<file path="src/rtl/cla2_adder.sv">
module cla2_adder #(
  parameter int CELL_W = 4,
  parameter int CELLS  = 4,
  parameter int GROUPS = 4
) (
  input  logic [CELL_W*CELLS*GROUPS-1:0] a,
  input  logic [CELL_W*CELLS*GROUPS-1:0] b,
  input  logic                           cin,
  output logic [CELL_W*CELLS*GROUPS-1:0] sum,
  output logic                           cout,
  output logic                           grp_gen,
  output logic                           grp_prop
);
  localparam int GW   = CELL_W * CELLS;
  localparam int W    = GW * GROUPS;
  localparam int NC   = CELLS * GROUPS;
  localparam int M1   = (CELL_W > CELLS) ? CELL_W : CELLS;
  localparam int MAXN = ((M1 > GROUPS) ? M1 : GROUPS) + 1;

  // carry into position k of a lookahead span, fully expanded
  function automatic logic la(input logic [MAXN-1:0] g, input logic [MAXN-1:0] p,
                              input logic ci, input int k);
    logic r, prod;
    r = 1'b0;
    for (int j = -1; j < k; j++) begin
      prod = (j < 0) ? ci : g[j];
      for (int m = j + 1; m < k; m++) prod = prod & p[m];
      r = r | prod;
    end
    return r;
  endfunction

  logic [W-1:0]      g, p, c;
  logic [NC-1:0]     cg, cp, cc;
  logic [GROUPS-1:0] gg, gp;
  logic [GROUPS:0]   gc;

  assign g = a & b;
  assign p = a ^ b;

  always_comb begin
    logic [MAXN-1:0] tg, tp;
    for (int n = 0; n < NC; n++) begin
      tg = '0; tp = '0;
      tg[CELL_W-1:0] = g[n*CELL_W +: CELL_W];
      tp[CELL_W-1:0] = p[n*CELL_W +: CELL_W];
      cg[n] = la(tg, tp, 1'b0, CELL_W);
      cp[n] = &tp[CELL_W-1:0];
    end
    for (int k = 0; k < GROUPS; k++) begin
      tg = '0; tp = '0;
      tg[CELLS-1:0] = cg[k*CELLS +: CELLS];
      tp[CELLS-1:0] = cp[k*CELLS +: CELLS];
      gg[k] = la(tg, tp, 1'b0, CELLS);
      gp[k] = &tp[CELLS-1:0];
    end
    tg = '0; tp = '0;
    tg[GROUPS-1:0] = gg;
    tp[GROUPS-1:0] = gp;
    for (int k = 0; k <= GROUPS; k++) gc[k] = la(tg, tp, cin, k);
    grp_gen  = la(tg, tp, 1'b0, GROUPS);
    grp_prop = &gp;
    for (int k = 0; k < GROUPS; k++) begin
      tg = '0; tp = '0;
      tg[CELLS-1:0] = cg[k*CELLS +: CELLS];
      tp[CELLS-1:0] = cp[k*CELLS +: CELLS];
      for (int m = 0; m < CELLS; m++) cc[k*CELLS+m] = la(tg, tp, gc[k], m);
    end
    for (int n = 0; n < NC; n++) begin
      tg = '0; tp = '0;
      tg[CELL_W-1:0] = g[n*CELL_W +: CELL_W];
      tp[CELL_W-1:0] = p[n*CELL_W +: CELL_W];
      for (int i = 0; i < CELL_W; i++) c[n*CELL_W+i] = la(tg, tp, cc[n], i);
    end
  end

  assign sum  = p ^ c;
  assign cout = gc[GROUPS];
endmodule

</file>
<file path="config.mk">
export PLATFORM = sky130hd
export DESIGN_NAME = cla2_adder
export DESIGN_NICKNAME = d
export VERILOG_FILES = /design/src/rtl/cla2_adder.sv
export SDC_FILE = /design/constraint.sdc
export NUM_CORES = 1
export LEC_CHECK = 0
export BUFFER_PORTS_ARGS = -buffer_cell sky130_fd_sc_hd__buf_4
export CAP_MARGIN = 30
export CORE_ASPECT_RATIO = 0.8
export CORE_MARGIN = 1
export CORE_UTILIZATION = 30
export DETAILED_ROUTE_END_ITERATION = 8
export SETUP_SLACK_MARGIN = 0.05
export SKIP_LAST_GASP = 1
export SLEW_MARGIN = 20
export SYNTH_ARGS = -nofsm -noshare
export SYNTH_HDL_FRONTEND = slang
export SYNTH_SLANG_ARGS = --single-unit
</file>
<file path="constraint.sdc">
create_clock -name vclk -period 3.13
set_clock_uncertainty 0.2 [all_clocks]
set_input_delay 0.1565 -clock vclk [all_inputs]
set_output_delay 0.1565 -clock vclk [all_outputs]
set_load 0.03 [all_outputs]
</file>
Word level (Yosys, flattened, before mapping)
Index checks and enable logic that the tools add are counted.

Register bits after elaboration: 0. Input port bits: 129. Output and inout bits: 67. Word-level logic and storage cells: 407.

Bitwise operators: 386. Reduce and logical (&&, ||, !) cells: 21.

Operators with widths (count): OR 1 bit (193); bitwise AND 1 bit (190); XOR 64 bit (2); bitwise AND 64 bit (1); AND reduction 16 bit (4); AND reduction 4 bit (16); AND reduction 64 bit (1).

Longest topological paths before layout
Gate-level depths: netlist (run 1).

Depth in word-level cells: 31. Depth in mapped cells: 12. Depth with buffers taken out: 12.

Worst setup path after synthesis (run 1)
Ideal clock, no wire load.

Path kind: input to output. From: input port a[39]. To: output port sum[59]. Data arrival time: 2.960 ns. Data required time: 2.773 ns. Slack: -0.187 ns. Stages on the path: 11. Path buffers: 0. Cells stage by stage: ha_1 > nand2_1 > or3_1 > or3_1 > or3_4 > o31ai_1 > ha_1 > o21a_1 > o21a_1 > nor2_1 > xnor2_1.

Word-level cells in the longest chain between the ends: 22. Elaborated cells between the ends (all ways): 35. Classes of those cells: bitwise (33); reduce/logical (2).

RTL lines: from (decl) (RTL line 6) `input logic [CELL_W*CELLS*GROUPS-1:0] a,`; XOR 64 bit (RTL line 39) `assign p = a ^ b;`; bitwise AND 1 bit (RTL line 27) `for (int m = j + 1; m < k; m++) prod = prod & p[m];`; OR 1 bit (3 in series) (RTL line 28) `r = r | prod;`; bitwise AND 1 bit (2 in series) (RTL line 27); OR 1 bit (3 in series) (RTL line 28); OR 1 bit (*) (RTL line 28); bitwise AND 1 bit (*) (2 in series) (RTL line 27); OR 1 bit (*) (2 in series) (RTL line 28); bitwise AND 1 bit (*) (3 in series) (RTL line 27); OR 1 bit (*) (3 in series) (RTL line 28); XOR 64 bit (*) (RTL line 77) `assign sum = p ^ c;`; to (decl) (RTL line 9) `output logic [CELL_W*CELLS*GROUPS-1:0] sum,`.

Every way passes the cells marked *; elsewhere a longest branch is shown, timed or not.

Worst setup path after layout (run 1)
From: input port a[45]. To: output port sum[59].

Word-level cells in the longest chain between the ends: 20. Elaborated cells between the ends (all ways): 35. Classes of those cells: bitwise (33); reduce/logical (2).

RTL lines (RTL line): XOR 64 bit (39); bitwise AND 1 bit (3 in series) (27); OR 1 bit (4 in series) (28); OR 1 bit (*) (28); bitwise AND 1 bit (*) (2 in series) (27); OR 1 bit (*) (2 in series) (28); bitwise AND 1 bit (*) (3 in series) (27); OR 1 bit (*) (3 in series) (28); XOR 64 bit (*) (77).

Marked as above.

==> impl_results.md, run 1 <==
- Core area: 9110 µm²
- DR vias/cell: 4.95
- Fraction of synthesized area in multiplexers: 0%
- Unrepaired setup endpoints after global routing: yes
- Cell Chain, Critical Path: buf_4, ha_1, buf_4, a21oi_1, o21ai_0, a311oi_1, a21bo_2, o21a_1, o31ai_4, ha_1, o21a_1, o21a_1, nor2_1, xnor2_2, buf_6
- Critical Path Sink Type: output port
- Fin crit period: 3.21 ns
- WS Path Type: in2out
- Period utilisation layout: 102%
- Grt total ovfl: 0
- Post-synthesis sequential area ratio: 0%
- Routed wire length: 11.4 mm
- Largest family of logic cells by synthesized area: adder cells
- PortBufs: 196
- Most frequent CP cell: o21a_1
- Syn. warnings: 0
- Failing checks: setup timing
- DRC Markers: 0
- Max Cap Viol: 0
- Sequential power share: 0%
- Chip width: 111 µm
- Die H: 89.1 µm
- Synth cell types: 36
- CP Launch Type: input port
- Largest fanout on the critical path: 4
- CP peak stage delay: 0.31 ns
- Final setup violation count: 3
- Syn_area_per_cell: 8.11 µm²
- WP data required: around 2.8 ns
- Adder-Cell Fraction of Synth Area: a little under half
- Clock power frac: 0%
- Vias: 3,824
- GRT Util Overall: 21.0%
- Post-Synth XOR/XNOR Area: 10.1%
- Fmax: between 300 and 400 MHz
- Worst rel slew slack: 78.0%
- First-pass GRT wire length: between 15 and 20 mm
- Peak VDD IR: about 0.23 mV
- Worst path slowest cell: ha_1
- Worst Setup SP: a[45]
- Hpwl dp: 9.07 mm
- Pwr Density: ~280 nW/µm²
- Final Hold Fails: 0
- Total Power: 1740 µW
- Compound-gate portion of the synthesized area: 24.5%
- DR iter-0 viols: 119
- Dpl cells: 745
- Total Nets Final: 884
- Clock buffers: 0
- Row count: 31
- Starting Density: 31.2%
- Inserted Diodes: 0
- Die footprint: 9890 µm²
- Part of the power in combinational logic: 100.0%
- Power Internal: 828 µW
- Simple-Gate Fraction of Synth Area: ~17%
- Setup ws final: -0.0766 ns
- CP endpoint: sum[59]
- I/O pin cnt: ~200
- Switching Fraction: a little over half
- Largest net degree at the start of global routing: 8
- Syn Std Cell Area: 2850 µm²
- Placed cell area: 5140 µm²
- Routability Congestion: 0.833
- Fin cells: 772
- Antenna-violating nets left: 0
- Critical path arrival: 2.85 ns
- Post-synthesis cell count: 351
- Synth-to-Final Area Change: 119%
- 1st-pass router iterations: 4
- Initial antenna violation count: 0
- Number of global-route vias before repair: 3,976
- Hold crit path type: in2out
- P_leak: 0.00291 µW
- Fin. max-slew vios: 0
- Most frequent cells in the layout: 267 x buf_4, 38 x ha_1, 37 x buf_6
- Final core occ: 68.4%
- Most common cell after layout, fill and taps aside: buf_4
- Post-layout instance area: 6230 µm²
- Status: complete, but fails checks
- Routed len/inst: 14.7 µm
- Worst Tran Pin Value: 0.327 ns
- P_sw: 910 µW
- Num sequential: 0
- Layout cell share with drive strength beyond 1: between 60% and 70%
- Register area: 0 µm²
- Mapped Nets: roughly 580
-- cell usage after synthesis (3+ instances only) --
cell      number  area share, %
o21a_1        32            8.4
inv_1         12            1.6
o221ai_1       3           0.92
nor2_1        40            5.3
o31ai_1        4            1.1
or3_1          4           0.88
xor2_1        15            4.6
ha_1          80             35
a21o_1         7            1.8
xnor2_1       18            5.5
a21oi_1       31            5.4
nand4_1       11            2.4
o21ai_0       14            2.5
o21bai_1       4            1.1
nand2_1       20            2.6
nor3_1        17            3.0
fa_1          16             11
-- power groups by stage --
| stage | Clock [µW] | Sequential (µW) | Combinational (µW) |
|---|---|---|---|
| 6_report | 0 | 0 | 1740 |
| 3_5_place_dp | 0 | 0 | 1500 |
| 2_1_floorplan | 0 | 0 | 862 |
| 4_1_cts | 0 | 0 | 1600 |
| 5_1_grt | 0 | 0 | 1860 |
| 3_3_place_gp | 0 | 0 | 1480 |
-- logic make-up (layout without fill, tap and decap cells) --
| logic type | Yosys count | after routing |
|---|---|---|
| AND/OR/NAND/NOR | 104 | 104 |
| XOR/XNOR | 33 | 33 |
| AO/OA/AOI/OAI | 106 | 106 |
| adder cells (fa/ha/maj) | 96 | 96 |
| buffers and inverters | 12 | 318 |
-- cell type report --
class / count / area [µm²]
Tap cell: 115 / 144
Fill cell: 762 / 2880
Timing Repair Buffer: 306 / 2460
Inverter: 12 / 45.0
Multi-Input combinational cell: 339 / 3590
-- metal layers --
layer / vias to the layer above / part of all wire [%] / track usage [%]
met5: - / 0 / 0
met4: 0 / 0.68 / 0.364
met3: 8 / 5.9 / 2.78
met2: 131 / 52 / 42.3
met1: 1777 / 41 / 25.4
li1: 1908 / - / -
-- worst min path at each step --
stage	end	depth (start not counted)	slack, ns	start
6_report	sum[44]	3	0.51	b[44]
5_1_grt	sum[56]	3	0.54	b[56]
4_1_cts	sum[44]	3	0.52	b[44]
3_5_place_dp	sum[36]	3	0.51	b[36]
3_3_place_gp	sum[44]	3	0.50	b[44]
2_1_floorplan	sum[12]	1	0.44	b[12]
-- stage by stage --
stage	hold WS, ns	setup TNS [ns]	setup WS [ns]
global route	0.535	-1.33	-0.191
CTS	0.519	-0.0143	-0.00739
finish	0.512	-0.134	-0.0766
global placement	0.504	-3.78	-0.241
detailed placement	0.508	-3.49	-0.243
floorplan	0.436	-0.0143	-0.00732
-- critical path: cells and delay by family --
kind / cells / cell delay [ns]
AOI/OAI and AO/OA: 8 / 1.44
adders and majority gates: 2 / 0.51
buffers and inverters: 3 / 0.42
and+or+nand+nor: 1 / 0.17
xor gates and xnor gates: 1 / 0.14
-- repair_timing --
| action | in CTS | in global routing |
|---|---|---|
| pin swaps | 19 | 49 |
| resized for setup | 69 | 86 |
| endpoints found under the hold margin | 0 | 0 |
| endpoints found under the setup margin | 41 | 41 |
| buffers inserted | 14 | 14 |
| hold buffers | 0 | 0 |
(Power assumes the default switching activity.)
==> inputs of run 2 (changes only) <==
--- a/config.mk
+++ b/config.mk
@@ -5,10 +5,10 @@
 export SDC_FILE = /design/constraint.sdc
 export NUM_CORES = 1
 export LEC_CHECK = 0
+export ABC_AREA = 1
 export BUFFER_PORTS_ARGS = -buffer_cell sky130_fd_sc_hd__buf_4
 export CAP_MARGIN = 30
 export CORE_ASPECT_RATIO = 0.8
-export CORE_MARGIN = 1
 export CORE_UTILIZATION = 30
 export DETAILED_ROUTE_END_ITERATION = 8
 export SETUP_SLACK_MARGIN = 0.05
==> impl_results.md, run 2 <==
- GR met3 Demand/Resource: 1.24% (-1.5 points)
- Area leader, netlist: ha_1
- GRT Util Overall: 15.1% (-5.9 points)
- Initial antenna violation count: 0 (unchanged)
- DR vias/cell: 4.45 (-10%)
- Fin. max-slew vios: 0 (unchanged)
- P_leak: 0.00270 µW (-7.3%)
- Syn_area_per_cell: 7.25 µm² (-11%)
- First-pass GRT wire length: 13.6 mm (-23%)
- Worst Tran Pin Value: 0.324 ns (-0.00365 ns)
- CP Launch Type: input port
- Buf+Inv Stages, Crit Path: 2 (-1)
- Most frequent cells in the layout: 205 x buf_4, 107 x nand2_1, 62 x ha_1
- Mapped Nets: 652 (+13%)
- Most common cell in the netlist: nand2_1
- Part of the power in combinational logic: 100.0% (about the same)
- Worst Setup SP: a[45]
- CP top delay family: simple AND/OR/NAND/NOR gates
- Largest net degree at the start of global routing: 6 (-2)
- Worst path slowest cell: ha_1
- Register area: 0 µm² (unchanged)
- Core area: 9850 µm² (+8.1%)
- Cell Chain, Critical Path: buf_4, ha_1, nand2_1, a21oi_1, nor3_1, nand3_2, nor2_4, nand4_4, nand2_2, nand3_4, nand2_2, nand2_2, ha_2, nand2_1, nand2_2, a21oi_2, xnor2_1, buf_4
- Top cells by area, synth: ha_1 32%, nand2_1 14%, fa_1 10%, xor2_1 9.1%, inv_1 4.7%
- Most Crowded Layer GR: met2
- Peak VDD IR: 0.171 mV (-27%)
- P_sw: 848 µW (-6.8%)
- Clock power frac: 0% (unchanged)
- 1st-pass router iterations: 4 (unchanged)
- CP endpoint: sum[59]
- Synth cell types: 29 (-19%)
- Worst rel slew slack: 78.4% (+0.47 points)
- Switching Fraction: 57.9% (+5.5 points)
- DRC Markers: 0 (unchanged)
- Hold slack: 0.510 ns (-0.00222 ns)
- Pwr Density: 285 nW/µm² (+2.3%)
- Fmax: 342 MHz (+9.7%)
- WP data required: 2.77 ns (about the same)
- Critical Path Sink Type: output port
- Num sequential: 0 (unchanged)
- Setup ws final: 0.207 ns (+0.284 ns)
- Post-synth top area share: 32.3% (-2.8 points)
- Critical Path Stages: 18 (+3)
- CP peak stage delay: 0.34 ns (+0.03 ns)
- PortBufs: 196 (unchanged)
- Sequential power share: 0% (unchanged)
- Die footprint: 10,700 µm² (+8.5%)
- Starting Density: 31.4% (+0.19 points)
- Number of global-route vias before repair: 3,207 (-19%)
- Total Nets Final: 859 (-2.8%)
- Critical path arrival: 2.57 ns (-0.28 ns)
- WS Path Type: in2out
- Routed len/inst: 11.7 µm (-20%)
- DR iter-0 viols: 64 (-46%)
- Place WS: -0.000429 ns (+0.243 ns)
- Fin crit period: 2.92 ns (-0.284 ns)
- Clock buffers: 0 (unchanged)
- Antenna-violating nets left: 0 (unchanged)
- Met2 Track Usage GR: 28.5% (-14 points)
- Final TNS setup: 0 ns (+0.134 ns)
- Commonest cells in the netlist: 117 x nand2_1, 80 x ha_1, 39 x inv_1, 32 x xor2_1, 27 x a21oi_1
- Row count: 32 (+3.2%)
- Syn Std Cell Area: 3100 µm² (+8.7%)
- Layout cell share with drive strength beyond 1: 46.0% (-17 points)
- Vias: 3,418 (-11%)
- Inserted Diodes: 0 (unchanged)
- Post-synthesis cell count: 427 (+22%)
- Post-synthesis sequential area ratio: 0% (unchanged)
- Hpwl dp: 8.14 mm (-10%)
- Final setup violation count: 0 (-3)
- Grt total ovfl: 0 (unchanged)
- Most frequent CP cell: nand2_2
- Routed wire length: 9.02 mm (-21%)
- Die H: 92.9 µm (+4.2%)
- Status: completed
- Max Cap Viol: 0 (unchanged)
- M1 GR Usage: 19.3% (-6.1 points)
- Syn. warnings: 0 (unchanged)
- Synth-to-Final Area Change: 66.0%
- Chip width: 116 µm (+4.2%)
- Hold crit path type: in2out
- Unrepaired setup endpoints after global routing: yes
- Routability Congestion: 0.796 (-4.4%)
- Period utilisation layout: 93.4% (-9.1 points)
- Power Internal: 617 µW (-25%)
- Placed cell area: 4760 µm² (-7.4%)
- Most common cell after layout, fill and taps aside: buf_4
- Final Hold Fails: 0 (unchanged)
- Final core occ: 52.2% (-16 points)
- Post-layout instance area: 5140 µm² (-18%)
- Largest fanout on the critical path: 4 (unchanged)
- I/O pin cnt: 196 (unchanged)
==> run 2: cell types whose count changed after synthesis, sizes merged, moves of 4 or more <==
cell    delta
o21ai     -12
o31ai      -4
nor2      -17
or3        -5
nand2    +110
a21o       -5
nor3      -14
xor2      +17
inv       +32
o21bai     -4
o21a      -32
nand3     +31
==> run 2: layout make-up <==
| cell class | count | area (µm²) |
|---|---|---|
| fillers | 990 | 4710 |
| inverters | 44 | 165 |
| multi-input cells | 383 | 3260 |
| well taps | 136 | 170 |
| repair buffers | 205 | 1540 |
==> run 2: worst min-delay path by stage <==
stage	start	to	cells past startpoint
2_1_floorplan	cin	sum[0]	3
3_3_place_gp	b[56]	sum[56]	3
3_5_place_dp	b[36]	sum[36]	3
4_1_cts	b[36]	sum[36]	3
5_1_grt	b[52]	sum[52]	3
6_report	b[56]	sum[56]	3
==> run 2: cells by family (layout without fill, tap and decap cells) <==
| logic type | Yosys count | after routing | synth area share (%) |
|---|---|---|---|
| compound gates | 36 | 36 | 6.39 |
| xor+xnor | 48 | 48 | 13.6 |
| fa+ha+maj | 96 | 96 | 42.7 |
| buf+inv | 44 | 249 | 5.34 |
| simple gates | 203 | 203 | 32.0 |
==> run 2: stage by stage <==
stage	total power (µW)	instances
floorplan	887	427
global placement	1380	762
detailed placement	1390	762
CTS	1400	762
global route	1580	768
finish	1470	768
==> run 2: power by group through the flow <==
stage	clock (µW)	sequential [µW]	combinational [µW]
global placement	0	0	1380
floorplan	0	0	887
finish	0	0	1470
global route	0	0	1580
CTS	0	0	1400
detailed placement	0	0	1390
==> run 2: routing by layer <==
| layer | vias up | wire (µm) |
|---|---|---|
| met5 | - | 0 |
| met4 | 0 | 61 |
| met3 | 4 | 560 |
| met2 | 107 | 4440 |
| met1 | 1486 | 3950 |
| li1 | 1821 | - |
==> run 2: timing repair <==
item,in CTS,in global routing
hold buffers,0,0
pin swaps,1,17
endpoints found under the setup margin,2,14
gates resized for setup,4,48
setup buffers,0,6
